--- config.mk ---
export PLATFORM = sky130hd
export DESIGN_NAME = delta_codec
export DESIGN_NICKNAME = d
export VERILOG_FILES = /design/src/rtl/delta_codec.sv
export SDC_FILE = /design/constraint.sdc
export NUM_CORES = 1
export LEC_CHECK = 0
export ABC_AREA = 1
export BUFFER_PORTS_ARGS = -buffer_cell sky130_fd_sc_hd__clkbuf_2
export CAP_MARGIN = 20
export CORE_MARGIN = 10
export CORE_UTILIZATION = 62
export DETAILED_ROUTE_END_ITERATION = 10
export PLACE_DENSITY_LB_ADDON = 0.1
export SKIP_LAST_GASP = 1
export SYNTH_ARGS = -nofsm -noshare
export SYNTH_HDL_FRONTEND = slang
export SYNTH_SLANG_ARGS = --single-unit
--- constraint.sdc ---
create_clock -name clk -period 4.8 [get_ports clk]
set_clock_uncertainty 0.2 [all_clocks]
set_input_delay 0.96 -clock clk [delete_from_list [all_inputs] [get_ports clk]]
set_output_delay 0.96 -clock clk [all_outputs]
set_load 0.01 [all_outputs]
--- src/rtl/delta_codec.sv ---
module delta_codec #(
  parameter int W = 12
) (
  input  logic                clk,
  input  logic                rst,
  input  logic                adapt_en,
  input  logic [W-2:0]        step_min,
  input  logic [W-2:0]        step_max,
  input  logic                in_valid,
  input  logic signed [W-1:0] in_sample,
  output logic                code_bit,
  output logic                code_valid,
  input  logic                rx_bit,
  input  logic                rx_valid,
  output logic signed [W-1:0] recon
);
  localparam int SW = W - 1;
  localparam logic signed [W:0] HI = (W+1)'(2**(W-1) - 1);
  localparam logic signed [W:0] LO = -(W+1)'(2**(W-1));

  for (genvar g = 0; g < 2; g++) begin : lane
    logic signed [W-1:0] acc;
    logic [SW-1:0]       stp;
    logic [1:0]          run;
    logic                prv;

    wire fire = (g == 0) ? in_valid : rx_valid;
    wire b    = (g == 0) ? (in_sample >= acc) : rx_bit;

    wire [SW-1:0]        use_stp = adapt_en ? stp : step_min;
    wire signed [W:0]    ext     = $signed({2'b00, use_stp});
    wire signed [W:0]    sum     = $signed({acc[W-1], acc}) + (b ? ext : -ext);
    wire signed [W-1:0]  acc_n   = (sum > HI) ? HI[W-1:0] :
                                   (sum < LO) ? LO[W-1:0] : sum[W-1:0];

    wire [SW:0]          dbl  = {stp, 1'b0};
    wire [SW-1:0]        up   = (dbl > {1'b0, step_max}) ? step_max : dbl[SW-1:0];
    wire [SW-1:0]        half = stp >> 1;
    wire [SW-1:0]        dn   = (half < step_min) ? step_min : half;
    wire                 flip = (run != 2'd0) && (b != prv);
    wire [1:0]           run_n = flip ? 2'd1 : (run == 2'd3) ? 2'd3 : run + 2'd1;
    wire [SW-1:0]        stp_n = !adapt_en ? step_min :
                                 flip ? dn : (run_n == 2'd3) ? up : stp;

    always_ff @(posedge clk) begin
      if (rst) begin
        acc <= '0;
        stp <= step_min;
        run <= '0;
        prv <= 1'b0;
      end else if (fire) begin
        acc <= acc_n;
        stp <= stp_n;
        run <= run_n;
        prv <= b;
      end
    end
  end

  always_ff @(posedge clk) begin
    if (rst) begin
      code_valid <= 1'b0;
      code_bit   <= 1'b0;
    end else begin
      code_valid <= in_valid;
      if (in_valid) code_bit <= lane[0].b;
    end
  end

  assign recon = lane[1].acc;
endmodule


==> results.yml <==
status:
  status: "completed"
timing:
  slew_viol_final: 0
  fin_crit_sh: 0.896
  tns_ns: 0
  fmax_mhz: 232
  final.min_clock_period_ns: 4.30
  relSlewSlack: 0.367
  final_hold_viol_count: 0
  final-setup-viol-count: 0
  rsz0062_at_grt: "false"
  tightest_slew_ns: 0.946
synthesis:
  syn_inst: 883
  post_synth_main_area_contributors: "ha_1 (17%), nand2_1 (15%), edfxtp_1 (11%)"
  ys_seq_area_frac: 0.220
  synth_top_cell_by_area: "ha_1"
  synth-edff-count: 22
  synth_cell_type_count: 40
  synth_nets: 1004
  netlist.area_leader.share: 0.170
  yosysWarnings: 0
  ys_seq_elements: 53
  syn_avg_cell_area_um2: 6.60
  async_reset_ff_frac: 0
  ys.flop_type: "dfxtp_1"
  syn_area_um2: 5830
detailed_routing:
  ant_nets: 0
  vias: 6108
  route.detailed.drc: 0
  drt-wirelength-per-cell_um: 16.3
  dr.pass1.iters: 5
  routed_wl_mm: 17.0
  vias_per_cell: 5.84
  drtIter0Drc: 601
clock_network:
  cts_root_buffer: "clkbuf_8"
  ctsHoldBuffers: 0
  clockBufferDepth: 2
  htree_levels: 2
  clkSlewWorstSetupHoldPaths_ns: 0.12
  cts_buffers: 5
  cts.sinks: 53
  cts_tree: "yes"
  clk_latency_ns: 0.32
critical_path:
  cp.arrival_ns: 4.32
  crit_required_ns: 4.81
  path_class: "input pin to register"
  cp-end-kind: "register"
  crit_path_max_fanout: 11
  cp-start-kind: "input pin"
layout:
  syn2layout_area_growth_pct: 9.04
  final_cells: 1045
  drive_gt1_frac: 0.0964
  n_antenna_cell: 0
  nets: 1054
  mostFrequentLayoutCells: "nand2_1 (229), inv_1 (130), ha_1 (79)"
  final_common_cell: "nand2_1"
power:
  p_leak_nw: 3.40
  vdd_ir_drop_max_uv: 220
  powerDensity_nw_per_um2: 483
  finalPower_mw: 3.07
global_route:
  overflow: 0
  grt_max_degree: 21
  grt_pass1_vias: 6091
  grt_pass1_wl_mm: 28.3
  antenna_found_initial: 0
  grtUsageTotal: 0.254
floorplan:
  fp.dieH_um: 117
  fp.dieW_um: 117
  die_area_um2: 13700
  io_pins: 54
  rows: 35
  start_util: 0.634
  fp.coreArea_um2: 9200
job:
  cap_violations: 0
place:
  place_congestion: 0.959
  dp_cells: 1037
  portBuffers: 53
  post-dp-hpwl_mm: 13.8
min_path:
  min_path_type: "register to register"
-- power breakdown --
group	leakage (nW)	total, mW	internal (mW)	switching [mW]
sequential	0.478	0.705	0.586	0.119
clock	0.0669	0.364	0.190	0.174
combinational	2.86	2.00	0.746	1.26
-- synthesized netlist by cell type (2+ instances only) --
cell       number
xor2_1         25
xnor2_1        14
o21ai_1        10
nor3_1          3
nand2_2         3
inv_2           4
ha_1           79
nand3_2         4
o2111ai_1       6
nand3_1        47
fa_1            2
a211oi_1        2
a21oi_1        62
o21ai_0        64
a21oi_2         4
nor2_1         68
buf_2           2
nor2_2          2
a31oi_1         8
dfxtp_1        31
nand2_1       229
o22ai_1         5
o21a_1          3
nand4_1        11
a21o_1          8
inv_1         130
edfxtp_1       22
o211ai_1        9
clkbuf_1       15
-- stage by stage --
step                hold WS, ns  setup slack, ns  utilization  area (µm²)
finish                    0.297            0.498        0.691        6360
global route              0.325           0.0465        0.691        6360
CTS                       0.301            0.406        0.691        6350
detailed placement        0.283           0.0785        0.676        6220
global placement          0.264            0.193        0.676        6220
floorplan                 0.248            0.649            -        5830
-- timing repair --
action | 4_1_cts | 5_1_grt
endpoints found under the setup margin | 0 | 7
buffers inserted | 0 | 0
resized for setup | 0 | 1
-- registers in the layout, summed over array words and instances, names as in the netlist --
name and cells:
code_bit 1, code_valid 1, lane.acc 12, lane.prv 1, lane.run 4, lane.stp 22
recon 12
-- cell families after synthesis --
logic type,synth area share
AOI/OAI and AO/OA,0.180
xor gates and xnor gates,0.0586
adders and majority gates,0.176
buffers and inverters,0.102
DFF,0.220
and+or+nand+nor,0.264
-- worst paths after layout --
path	from	to	slack, ns	cells past startpoint
hold reg to reg	recon[5]	recon[5]	0.30	2
setup reg to reg	lane[0].acc[11]	lane[0].acc[1]	0.70	25
hold / removal	recon[5]	recon[5]	0.30	2
setup / recovery	in_sample[11]	lane[0].acc[1]	0.50	25
-- critical path: stages --
cell and delay [ns]:
clkbuf_2 0.08, ha_1 0.33, nand2_1 0.08, inv_1 0.05
nand2_1 0.06, nor2_1 0.16, nand2_1 0.11, nand4_1 0.15
nand3_2 0.24, nor2_1 0.18, xor2_1 0.15, inv_1 0.06
ha_1 0.32, a21oi_1 0.19, o21ai_0 0.13, nand2_1 0.09
nand4_1 0.12, nand2_1 0.09, nand2_1 0.06, xnor2_1 0.23
nand3_2 0.19, nand2_1 0.12, inv_2 0.05, nand2_1 0.06
nand2_1 0.06
-- cell type report --
class | instances | area, µm²
clock buffer | 6 | 93.8
sequential | 53 | 1280
inverter | 135 | 507
timing repair buffer | 62 | 333
fill | 821 | 2840
multi-input combinational | 676 | 3960
tap | 111 | 139
clock inverter | 2 | 38.8
-- per-layer routing --
layer | up-vias | wire length [µm] | GRT usage
li1 | 3022 | - | -
met1 | 2746 | 7080 | 0.310
met2 | 288 | 8030 | 0.441
met3 | 52 | 1390 | 0.0357
met4 | 0 | 537 | 0.0988
met5 | - | 0 | 0
Power figures use the tool's default switching activity.
